==> config.mk <==
export PLATFORM = sky130hd
export DESIGN_NAME = audio_pwm_gen
export DESIGN_NICKNAME = d
export VERILOG_FILES = /design/src/rtl/apwm_pkg.sv /design/src/rtl/apwm_mixer.sv /design/src/rtl/apwm_dsm.sv /design/src/rtl/apwm_frame_timer.sv /design/src/rtl/apwm_shaper.sv /design/src/rtl/audio_pwm_gen.sv
export SDC_FILE = /design/constraint.sdc
export NUM_CORES = 1
export LEC_CHECK = 0
export BUFFER_PORTS_ARGS = -buffer_cell sky130_fd_sc_hd__buf_2
export CAP_MARGIN = 20
export CORE_MARGIN = 1.5
export CORE_UTILIZATION = 55
export CTS_CLUSTER_DIAMETER = 150
export DETAILED_ROUTE_END_ITERATION = 10
export PLACE_DENSITY = 0.8
export SYNTH_ARGS = -nofsm -noshare
export SYNTH_HDL_FRONTEND = slang
export SYNTH_HIERARCHICAL = 1
export SYNTH_SLANG_ARGS = --single-unit
export TNS_END_PERCENT = 5
==> constraint.sdc <==
create_clock -name clk -period 6 [get_ports clk]
set_clock_uncertainty 0.2 [all_clocks]
set_input_delay 1.2 -clock clk [delete_from_list [all_inputs] [get_ports clk]]
set_output_delay 1.2 -clock clk [all_outputs]
set_load 0.005 [all_outputs]
==> src/rtl/apwm_pkg.sv <==
package apwm_pkg;

    typedef enum logic [1:0] {
        ST_OFF = 2'd0,
        ST_DSM = 2'd1,
        ST_CTR = 2'd2,
        ST_EDG = 2'd3
    } apwm_state_t;

    // Transition decode: GO_OFF / GO_DSM / GO_CTR / GO_EDG
    function automatic apwm_state_t pick_state(input logic en, input logic [1:0] mode);
        apwm_state_t s;
        if (!en) begin
            s = ST_OFF;
        end else begin
            unique case (mode)
                2'b00:   s = ST_DSM;
                2'b01:   s = ST_CTR;
                2'b10:   s = ST_EDG;
                default: s = ST_OFF;
            endcase
        end
        return s;
    endfunction

endpackage

==> src/rtl/apwm_mixer.sv <==
module apwm_mixer #(
    parameter int W = 16
) (
    input  logic [W-1:0] a_in,
    input  logic [W-1:0] b_in,
    output logic [W-1:0] level
);
    logic [W:0]   sum_x;
    logic [W-1:0] clamped;
    logic         ovf;

    always_comb begin
        sum_x = {a_in[W-1], a_in} + {b_in[W-1], b_in};
        ovf   = sum_x[W] ^ sum_x[W-1];
        if (ovf) begin
            clamped = sum_x[W] ? {1'b1, {(W-1){1'b0}}} : {1'b0, {(W-1){1'b1}}};
        end else begin
            clamped = sum_x[W-1:0];
        end
        // offset binary: flip the sign bit
        level = {~clamped[W-1], clamped[W-2:0]};
    end
endmodule

==> src/rtl/apwm_dsm.sv <==
module apwm_dsm #(
    parameter int W = 16
) (
    input  logic         clk,
    input  logic         rst,
    input  logic         clr,
    input  logic         run,
    input  logic [W-1:0] level,
    output logic         bit_out
);
    logic [W-1:0] acc_q;
    logic [W:0]   acc_sum;

    always_comb begin
        acc_sum = {1'b0, acc_q} + {1'b0, level};
    end

    always_ff @(posedge clk) begin
        if (rst || clr) begin
            acc_q   <= '0;
            bit_out <= 1'b0;
        end else if (run) begin
            acc_q   <= acc_sum[W-1:0];
            bit_out <= acc_sum[W];
        end
    end
endmodule

==> src/rtl/apwm_frame_timer.sv <==
module apwm_frame_timer
    import apwm_pkg::*;
#(
    parameter int CTR_N = 1024,
    parameter int EDG_N = 512,
    localparam int CW   = $clog2(CTR_N)
) (
    input  logic          clk,
    input  logic          rst,
    input  logic          clr,
    input  apwm_state_t   st_q,
    output logic [CW-1:0] cnt,
    output logic          last
);
    localparam logic [CW-1:0] CTR_LAST = CW'(CTR_N - 1);
    localparam logic [CW-1:0] EDG_LAST = CW'(EDG_N - 1);

    always_comb begin
        unique case (st_q)
            ST_OFF: last = 1'b0;
            ST_DSM: last = 1'b1;
            ST_CTR: last = (cnt == CTR_LAST);
            ST_EDG: last = (cnt == EDG_LAST);
        endcase
    end

    always_ff @(posedge clk) begin
        if (rst || clr) begin
            cnt <= '0;
        end else if (st_q == ST_OFF || st_q == ST_DSM || last) begin
            cnt <= '0;
        end else begin
            cnt <= cnt + 1'b1;
        end
    end
endmodule

==> src/rtl/apwm_shaper.sv <==
module apwm_shaper
    import apwm_pkg::*;
#(
    parameter int W     = 16,
    parameter int CTR_N = 1024,
    parameter int EDG_N = 512,
    localparam int CW   = $clog2(CTR_N),
    localparam int EW   = $clog2(EDG_N)
) (
    input  apwm_state_t   st_q,
    input  logic [CW-1:0] cnt,
    input  logic [W-1:0]  level,
    input  logic          dsm_bit,
    output logic          pin
);
    logic [CW:0] cnt_x;
    logic [CW:0] hc;
    logic [CW:0] lead_full;
    logic [CW:0] lead;
    logic [CW:0] he;
    logic [CW:0] rise;
    logic        ctr_hi;
    logic        edg_hi;

    always_comb begin
        cnt_x     = {1'b0, cnt};
        hc        = {1'b0, level[W-1 -: CW]};
        lead_full = (CW+1)'(CTR_N) - hc;
        lead      = lead_full >> 1;
        ctr_hi    = (cnt_x >= lead) && (cnt_x < lead + hc);
        he        = (CW+1)'(level[W-1 -: EW]);
        rise      = (CW+1)'(EDG_N) - he;
        edg_hi    = (cnt_x >= rise);
    end

    always_comb begin
        unique case (st_q)
            ST_OFF: pin = 1'b0;
            ST_DSM: pin = dsm_bit;
            ST_CTR: pin = ctr_hi;
            ST_EDG: pin = edg_hi;
        endcase
    end
endmodule

==> src/rtl/audio_pwm_gen.sv <==
module audio_pwm_gen
    import apwm_pkg::*;
#(
    parameter int W     = 16,
    parameter int CTR_N = 1024,
    parameter int EDG_N = 512
) (
    input  logic         clk,
    input  logic         rst,
    input  logic         en,
    input  logic [1:0]   mode,
    input  logic [15:0]  tx_samp,
    input  logic [15:0]  rx_samp,
    output logic         pwm_out,
    output logic         samp_req
);
    localparam int CW = $clog2(CTR_N);

    apwm_state_t   state_q;
    apwm_state_t   state_n;
    logic          entry;
    logic [CW-1:0] cnt;
    logic          frame_last;
    logic [W-1:0]  mixed;
    logic [W-1:0]  level_q;
    logic          dsm_bit;

    // next state
    always_comb begin
        state_n = pick_state(en, mode);
    end

    // state register
    always_ff @(posedge clk) begin
        if (rst) begin
            state_q <= ST_OFF;
        end else begin
            state_q <= state_n;
        end
    end

    // outputs of the state machine
    always_comb begin
        entry    = (state_n != state_q);
        samp_req = !rst && (state_n != ST_OFF) && (entry || frame_last);
    end

    apwm_mixer #(.W(W)) u_mix (
        .a_in  (tx_samp[W-1:0]),
        .b_in  (rx_samp[W-1:0]),
        .level (mixed)
    );

    always_ff @(posedge clk) begin
        if (rst) begin
            level_q <= '0;
        end else if (samp_req) begin
            level_q <= mixed;
        end
    end

    apwm_frame_timer #(.CTR_N(CTR_N), .EDG_N(EDG_N)) u_tmr (
        .clk  (clk),
        .rst  (rst),
        .clr  (entry),
        .st_q (state_q),
        .cnt  (cnt),
        .last (frame_last)
    );

    apwm_dsm #(.W(W)) u_dsm (
        .clk     (clk),
        .rst     (rst),
        .clr     (entry),
        .run     (state_q == ST_DSM),
        .level   (level_q),
        .bit_out (dsm_bit)
    );

    apwm_shaper #(.W(W), .CTR_N(CTR_N), .EDG_N(EDG_N)) u_shp (
        .st_q    (state_q),
        .cnt     (cnt),
        .level   (level_q),
        .dsm_bit (dsm_bit),
        .pin     (pwm_out)
    );
endmodule

==> results of run 1 <==
## kinds of logic (layout without fill, tap and decap cells)
group	after synthesis	after routing	share of synthesized area [%]
mux	25	25	4.674
xor+xnor	41	41	6.608
simple gates	223	223	21.39
buf+inv	57	79	5.526
flops	45	45	16.58
compound gates	179	179	23.79
fa+ha+maj	93	93	21.44
## worst min-delay path, delay by kind of cell (launching register included)
kind	cells	cell delay, ns
AND/OR/NAND/NOR	1	0.05
multiplexers	1	0.05
flip-flops	1	0.33
## metal layers
metal | wire, um | share of wire (%) | global-route usage (%)
met3 | 523 | 4.1 | 3.557
met2 | 6354 | 50 | 47.43
met5 | 0 | 0 | 0
met1 | 5665 | 44 | 31.22
met4 | 262 | 2.0 | 8.535
## flip-flops by register name (all words and copies together) (netlist names)
register	count
level_q	16
u_dsm/acc_q	16
u_tmr/cnt	10
state_q	2
u_dsm/bit_out	1
## final cells by class
type                       count  share of cell area (%)
sequential                    45                   15.71
clock inverter                 3                  0.5011
clock buffer                   5                   1.198
timing repair buffer          42                   3.834
multi-input combinational    561                   73.97
inverter                      29                   1.895
tap                          133                   2.898
## report_power, final
part / switching [W] / total [W] / internal (W)
logic: 0.000340 / 0.000601 / 0.000261
registers: 0.0000238 / 0.000332 / 0.000308
clock network: 0.000126 / 0.000214 / 0.0000882
## how the worst max path moves through the flow
stage / slack [ns] / start / end / cells past startpoint
after global placement: 0.90 / level_q[6] / pwm_out / 17
after floorplan: 1.27 / level_q[10] / pwm_out / 16
after global routing: 0.07 / level_q[8] / pwm_out / 17
after CTS: 0.30 / level_q[6] / pwm_out / 17
final: 0.35 / level_q[8] / pwm_out / 18
after detailed placement: 0.69 / level_q[6] / pwm_out / 17
## placed cells by master, fill, tap and decap left out, types with 15 or more instances in the layout
master,n
inv_1,26
nand3_1,29
nor2_1,34
nor3_1,22
ha_1,75
a21o_1,18
xor2_1,15
mux2i_1,24
dfxtp_1,44
buf_2,38
o21ai_0,24
nand2_1,69
a21oi_1,44
xnor2_1,25
## per-stage QoR
step / util (%) / area [um2]
2_1_floorplan: - / 5434
3_3_place_gp: 58.20 / 5637
3_5_place_dp: 58.20 / 5637
4_1_cts: 59.21 / 5734
5_1_grt: 59.30 / 5743
6_report: 59.30 / 5743
## what timing repair did
action,CTS,global route
endpoints found under the setup margin,0,1
buffers inserted,0,0
gates resized for setup,0,2
==> results.json, run 1 <==
{
  "register_area_um2": 902.1,
  "rrSetupSlack_ns": 3.17,
  "grt_max_degree": 34,
  "die_width_um": 102.4,
  "initial_core_util_pct": 56.11,
  "ys_warn_count": 6,
  "gr-total-overflow": 0,
  "hold_path.class": "reg2reg",
  "drv_slew": 0,
  "dieArea_um2": 10480,
  "cts_hold_buffers": 0,
  "rows": 36,
  "postSynthAreaPerCell_um2": 8.196,
  "worst_path_most_repeated_cell": "ha_1",
  "min_from": "level_q[3]",
  "area_growth_pct": 5.687,
  "grt.total_usage_pct": 25.97,
  "yosys_most_used_dff": "dfxtp_1",
  "ir_worst_vdd_mv": 0.1073,
  "r2r-end": "level_q[10]",
  "port_buffers": 38,
  "path_delay_family": "compound AO/OA/AOI/OAI gates",
  "clock_latency_ns": 0.31,
  "cts_tree": "done",
  "required_ns": 4.60,
  "numCtsBuffers": 5,
  "worst_pin_slew_ns": 0.9091,
  "synth.cell_area_um2": 5434,
  "r2r_start": "u_tmr/cnt[1]",
  "min_to": "level_q[3]",
  "final_cells": 818,
  "drc_errors": 0,
  "vias": 5070,
  "die_height_um": 102.4,
  "p_leak_nw": 2.460,
  "grt_pass1_wl_um": 22330,
  "coreArea_um2": 9684,
  "crit_path_max_fanout": 13,
  "timing.final.crit_share_pct": 94.15,
  "ys_ff_latch": 45,
  "clk_path_buf_depth": 2,
  "fmax_mhz": 177.0,
  "min_path_cells": 2,
  "synthCells": 663,
  "drive_gt1_share_pct": 14.60,
  "fin_setup_tns_ns": 0,
  "synthMostInstantiatedCell": "ha_1",
  "cp_slowest_cell": "dfxtp_1",
  "synth.largest_area_cell": "ha_1",
  "grt_pass1_vias": 4966,
  "initialDrtViolationCount": 299,
  "synth_edf_count": 0,
  "ant_nets": 0,
  "dpl.hpwl_um": 9962,
  "slowest_delay_ns": 0.68,
  "ff2ff_path_depth": 8,
  "fin_crit_ns": 5.649,
  "routedWlPerCell_um": 15.66,
  "io_pins": 39,
  "dp_slack_ns": 0.6880,
  "rsz0062_at_grt": "false",
  "critPathKind": "reg2out",
  "finalNetCount": 799,
  "multi_input_area_um2": 4248,
  "synth.distinct_cells": 88,
  "routed_wirelength_um": 12810,
  "start_kind": "flop",
  "synth_top_area_share_pct": 17.27,
  "antenna_found_initial": 0,
  "dp.cells": 810,
  "routabilityCongestion": 0.9218,
  "max_slew_margin_pct": 38.20,
  "setup_violations": 0,
  "clockRootBuffer": "clkbuf_8",
  "power_w": 0.001147,
  "yosysSeqAreaShare_pct": 16.58,
  "synth_commonest_cells": "75 x ha_1, 69 x nand2_1, 45 x dfxtp_1, 44 x a21oi_1, 34 x nor2_1",
  "arrival_ns": 4.25,
  "synthArstFlopShare_pct": 0,
  "vias_per_cell": 6.198,
  "cap_violations": 0,
  "status": "complete, no violations",
  "drtPass1Iterations": 5,
  "synthesis.nets": 778,
  "fill_cells": 864,
  "worstPathBufferInverterCount": 2,
  "crit_chain": "inv_2 -> ha_1 -> nand2b_2 -> nor3_1 -> xnor2_1 -> ha_1 -> a21oi_1 -> nand2_1 -> a31oi_1 -> o211ai_1 -> nor3b_2 -> ha_1 -> a2111o_1 -> a21oi_1 -> nand3_1 -> o211a_1 -> a211oi_2 -> buf_2",
  "hold_viol": 0,
  "clkSinkCount": 45,
  "setup_slack_ns": 0.3513,
  "holdWs_ns": 0.2735,
  "powerDensity_nw_per_um2": 199.8,
  "ys_top_cells_by_area": "ha_1 17%, dfxtp_1 17%, nand2_1 4.8%",
  "critPathCaptureType": "output pin",
  "path_clk_slew_ns": 0.10,
  "antenna_cells_inserted": 0,
  "htreeDepth": 2
}
(Power assumes the default switching activity.)
==> run 2, diff against run 1 <==
--- a/config.mk
+++ b/config.mk
@@ -11,7 +11,7 @@
 export CORE_UTILIZATION = 55
 export CTS_CLUSTER_DIAMETER = 150
 export DETAILED_ROUTE_END_ITERATION = 10
-export PLACE_DENSITY = 0.8
+export PLACE_DENSITY = 0.74
 export SYNTH_ARGS = -nofsm -noshare
 export SYNTH_HDL_FRONTEND = slang
 export SYNTH_HIERARCHICAL = 1
==> run 2 against run 1 <==
  * Clock power about the same
  * Utilization down 0.10 points
  * Total power down 0.77%
  * Final area down 0.17%
  * Critical path depth down 1
  * Largest power group unchanged
  * Highest routed layer unchanged
==> results.json, run 2 (synthesis results as in run 1) <==
{
  "drc_errors": 0,
  "cts_tree": "done",
  "numCtsBuffers": 5,
  "grt_pass1_wl_um": 22000,
  "arrival_ns": 4.27,
  "p_int_w": 0.0006547,
  "max_slew_margin_pct": 38.02,
  "register_area_um2": 902.1,
  "dpl.hpwl_um": 9774,
  "ant_nets": 0,
  "die_height_um": 102.4,
  "fill_cells": 881,
  "ir_worst_vdd_mv": 0.09091,
  "fin_crit_ns": 5.668,
  "finalNetCount": 799,
  "htreeDepth": 2,
  "cts_hold_buffers": 0,
  "setup_violations": 0,
  "grt_max_degree": 34,
  "coreArea_um2": 9684,
  "status": "complete, no violations",
  "grt.total_usage_pct": 25.64,
  "vias": 5020,
  "rsz0062_at_grt": "false",
  "drv_slew": 0,
  "required_ns": 4.60,
  "clockRootBuffer": "clkbuf_8",
  "setup_slack_ns": 0.3320,
  "antenna_found_initial": 0,
  "vias_per_cell": 6.137,
  "clock_latency_ns": 0.31,
  "initialDrtViolationCount": 273,
  "hold_viol": 0,
  "fmax_mhz": 176.4,
  "p_leak_nw": 2.450,
  "critPathKind": "reg2out",
  "final_common_cell": "ha_1",
  "dp_slack_ns": 0.7325,
  "port_buffers": 38,
  "fin_setup_tns_ns": 0,
  "routabilityCongestion": 0.9344,
  "pwr-share-seq_pct": 29.1,
  "switchingPower_w": 0.0004837,
  "clk_path_buf_depth": 2,
  "rows": 36,
  "reg_top3": "level_q x16, u_dsm/acc_q x16, u_tmr/cnt x10",
  "worst_pin_slew_ns": 0.9117,
  "crit_path_max_fanout": 9,
  "antenna_cells_inserted": 0,
  "final_cells": 818,
  "initial_core_util_pct": 56.11,
  "critPathCaptureType": "output pin",
  "cap_violations": 0,
  "start_kind": "flop",
  "routedWlPerCell_um": 15.35,
  "area_growth_pct": 5.503,
  "final_cell_mix": "75 x ha_1, 69 x nand2_1, 44 x dfxtp_1, 44 x a21oi_1, 38 x buf_2",
  "timing.final.crit_share_pct": 94.47,
  "routed_wirelength_um": 12560,
  "gr-total-overflow": 0,
  "hold_path.class": "reg2reg",
  "dp.cells": 810,
  "drtPass1Iterations": 5,
  "multi_input_area_um2": 4240,
  "switching_share_pct": 42.49,
  "clockPowerShare_pct": 18.6,
  "power_frac_comb_pct": 52.3,
  "io_pins": 39,
  "clkSinkCount": 45,
  "dieArea_um2": 10480,
  "drive_gt1_share_pct": 14.45,
  "path_clk_slew_ns": 0.10,
  "grt_pass1_vias": 4881,
  "powerDensity_nw_per_um2": 198.6,
  "die_width_um": 102.4
}
[run 2: changes by cell type in the layout (fill, tap and decap cells not counted)]
cell and delta:
inv_6 +1, xnor2_1 +1, inv_8 -1, xnor2_2 -1
[run 2: worst max-delay path, cell delays in order (launching register included)]
cell and delay (ns):
dfxtp_1 0.57, inv_1 0.12, ha_1 0.25, xnor2_1 0.30, ha_1 0.30, a21oi_1 0.27, o21ai_1 0.10, o2bb2ai_1 0.19
a31oi_1 0.31, o211ai_1 0.14, nor3b_2 0.17, ha_1 0.21, a2111o_1 0.39, a21oi_1 0.13, nand3_1 0.09, o211a_1 0.14
a211oi_2 0.14, buf_2 0.14
[run 2: stage by stage]
step           total power [W]  cell area (um2)  util (%)  hold WS [ns]
6_report              0.001138             5733     59.20        0.2749
3_3_place_gp         0.0009024             5637     58.20        0.2582
3_5_place_dp         0.0009242             5637     58.20        0.2648
4_1_cts               0.001138             5732     59.19        0.2789
2_1_floorplan        0.0008098             5434         -        0.2391
5_1_grt               0.001225             5733     59.20        0.2951
[run 2: power by group through the flow]
stage / Clock (W) / Sequential (W) / Combinational (W)
4_1_cts: 0.000217 / 0.000332 / 0.000590
2_1_floorplan: 0 / 0.000325 / 0.000484
5_1_grt: 0.000230 / 0.000334 / 0.000661
3_3_place_gp: 0 / 0.000338 / 0.000565
3_5_place_dp: 0 / 0.000338 / 0.000586
6_report: 0.000211 / 0.000332 / 0.000595
[run 2: cell type report]
type | count | share of cell area (%)
timing repair buffer | 42 | 3.841
sequential | 45 | 15.74
clock buffer | 5 | 1.200
clock inverter | 3 | 0.4583
multi-input combinational | 561 | 73.96
tap | 133 | 2.903
inverter | 29 | 1.899
[run 2: final timing paths]
check	endpoint	from	slack [ns]	cells after the start
max	pwm_out	level_q[6]	0.33	17
min	level_q[2]	level_q[2]	0.27	2
max reg2reg	level_q[13]	u_tmr/cnt[1]	3.16	8
min reg2reg	level_q[2]	level_q[2]	0.27	2
[run 2: metal layers]
metal | GRT usage, % | part of all wire (%)
met1 | 31.54 | 44
met2 | 44.78 | 48
met3 | 3.557 | 4.9
met4 | 10.75 | 2.9
met5 | 0 | 0
[run 2: timing repair]
| action | 4_1_cts | 5_1_grt |
|---|---|---|
| endpoints found under the setup margin | 0 | 1 |
| buffers inserted | 0 | 0 |
| gates resized for setup | 0 | 1 |
==> run 3, diff against run 2 <==
--- a/config.mk
+++ b/config.mk
@@ -8,10 +8,12 @@
 export BUFFER_PORTS_ARGS = -buffer_cell sky130_fd_sc_hd__buf_2
 export CAP_MARGIN = 20
 export CORE_MARGIN = 1.5
-export CORE_UTILIZATION = 55
+export CORE_UTILIZATION = 63
 export CTS_CLUSTER_DIAMETER = 150
 export DETAILED_ROUTE_END_ITERATION = 10
-export PLACE_DENSITY = 0.74
+export HOLD_SLACK_MARGIN = 0.02
+export PLACE_DENSITY = 0.83
+export RECOVER_POWER = 25
 export SYNTH_ARGS = -nofsm -noshare
 export SYNTH_HDL_FRONTEND = slang
 export SYNTH_HIERARCHICAL = 1
==> run 3 against run 2 <==
  * First-iteration DRC count up 3.7%
  * Sequential share of layout area about the same
  * Utilization grew 9.9 points
  * Critical endpoint unchanged
  * Largest cell class unchanged
==> results.json, run 3 (synthesis results as in run 1) <==
{
  "status": "complete, no violations",
  "fin_crit_ns": 5.524,
  "ff2ff_path_depth": 7,
  "crit_start": "level_q[6]",
  "coreArea_um2": 8299,
  "required_ns": 4.60,
  "cts_tree": "done",
  "timing.final.crit_share_pct": 92.07,
  "pwr-share-seq_pct": 27.5,
  "switchingPower_w": 0.0004744,
  "clockPowerShare_pct": 23.3,
  "final_common_cell": "ha_1",
  "min_path_cells": 2,
  "powerDensity_nw_per_um2": 210.7,
  "start_kind": "flop",
  "setup_violations": 0,
  "ir_worst_vdd_mv": 0.1213,
  "reg_top3": "level_q x16, u_dsm/acc_q x16, u_tmr/cnt x10",
  "clockRootBuffer": "clkbuf_8",
  "clk_path_buf_depth": 2,
  "cap_violations": 0,
  "routabilityCongestion": 0.8995,
  "drive_gt1_share_pct": 14.45,
  "antenna_cells_inserted": 0,
  "power_frac_comb_pct": 49.2,
  "rrSetupSlack_ns": 3.01,
  "port_buffers": 38,
  "p_leak_nw": 2.468,
  "post_cts_buffers": 0,
  "finish.utilization_pct": 69.14,
  "area_growth_pct": 5.595,
  "clock_latency_ns": 0.30,
  "vias_per_cell": 6.420,
  "clkSinkCount": 45,
  "min_to": "level_q[0]",
  "critPathCaptureType": "output pin",
  "finalNetCount": 799,
  "rsz0062_at_grt": "false",
  "r2r-end": "u_dsm/acc_q[15]",
  "hold_viol": 0,
  "drv_slew": 0,
  "rows": 33,
  "fin_setup_tns_ns": 0,
  "die_height_um": 95.87,
  "htreeDepth": 2,
  "dpl.hpwl_um": 9922,
  "initialDrtViolationCount": 283,
  "antenna_found_initial": 0,
  "max_slew_margin_pct": 25.72,
  "grt.total_usage_pct": 28.45,
  "drc_errors": 0,
  "gr-total-overflow": 0,
  "path_clk_slew_ns": 0.09,
  "drtPass1Iterations": 5,
  "io_pins": 39,
  "initial_core_util_pct": 65.48,
  "critPathKind": "reg2out",
  "switching_share_pct": 39.24,
  "vias": 5072,
  "grt_pass1_vias": 4680,
  "dieArea_um2": 9191,
  "final_cell_mix": "75 x ha_1, 69 x nand2_1, 44 x a21oi_1",
  "routedWlPerCell_um": 16.25,
  "routed_wirelength_um": 12840,
  "fmax_mhz": 181.0,
  "cts_hold_buffers": 0,
  "grt_pass1_wl_um": 20920,
  "arrival_ns": 4.12,
  "r2r_start": "state_q[1]",
  "grt_max_degree": 34,
  "hold_path.class": "reg2reg",
  "worst_pin_slew_ns": 1.114,
  "numCtsBuffers": 5,
  "cts-resized-gates": 0,
  "die_width_um": 95.87,
  "crit_path_max_fanout": 9,
  "p_int_w": 0.0007348,
  "min_from": "level_q[0]",
  "ant_nets": 0,
  "holdWs_ns": 0.2698
}
==> run 3: cell type report <==
class	count	area, um2
well taps	105	131.4
clock buffers	5	68.82
multi-input cells	561	4235
repair buffers	42	220.2
inverters	29	108.9
flip-flops and latches	45	904.6
fillers	693	2561
clock inverters	3	68.82
==> run 3: routing by layer <==
| metal | global-route usage (%) | wire length (um) | share of wire [%] | vias to the layer above |
|---|---|---|---|---|
| li1 | - | - | - | 2513 |
| met2 | 51.53 | 6358 | 50 | 155 |
| met5 | 0 | 0 | 0 | - |
| met1 | 34.87 | 5613 | 44 | 2377 |
| met3 | 3.002 | 576 | 4.5 | 27 |
| met4 | 9.191 | 293 | 2.3 | 0 |
==> run 3: through the flow <==
step | setup WS, ns | std cells | total power, W | instance area (um2)
finish | 0.4756 | 790 | 0.001209 | 5738
detailed placement | 0.6897 | 782 | 0.0009236 | 5602
global placement | 0.8494 | 782 | 0.0009017 | 5602
floorplan | 1.272 | 663 | 0.0008098 | 5434
CTS | 0.3362 | 790 | 0.001209 | 5739
global route | 0.1436 | 790 | 0.001289 | 5738
==> run 3: worst max-delay path by stage <==
stage	slack (ns)	to	cells past startpoint
2_1_floorplan	1.27	pwm_out	16
3_3_place_gp	0.85	pwm_out	17
3_5_place_dp	0.69	pwm_out	17
4_1_cts	0.34	pwm_out	17
5_1_grt	0.14	pwm_out	17
6_report	0.48	pwm_out	17
==> run 3: power groups by stage <==
stage / Combinational, W / Sequential, W / Clock [W]
floorplan: 0.000484 / 0.000325 / 0
global placement: 0.000563 / 0.000338 / 0
detailed placement: 0.000585 / 0.000339 / 0
CTS: 0.000588 / 0.000332 / 0.000289
global route: 0.000659 / 0.000335 / 0.000296
finish: 0.000595 / 0.000332 / 0.000282
==> run 3: critical path, cell delays in order (launching register included) <==
cell and delay, ns:
dfxtp_2 0.47, inv_1 0.10, ha_1 0.25, xnor2_1 0.29, ha_1 0.29, a21oi_1 0.29
o21ai_1 0.10, o2bb2ai_1 0.19, a31oi_1 0.31, o211ai_1 0.14, nor3b_2 0.17, ha_1 0.22
a2111o_1 0.38, a21oi_1 0.12, nand3_1 0.09, o211a_1 0.13, a211oi_2 0.13, buf_2 0.13
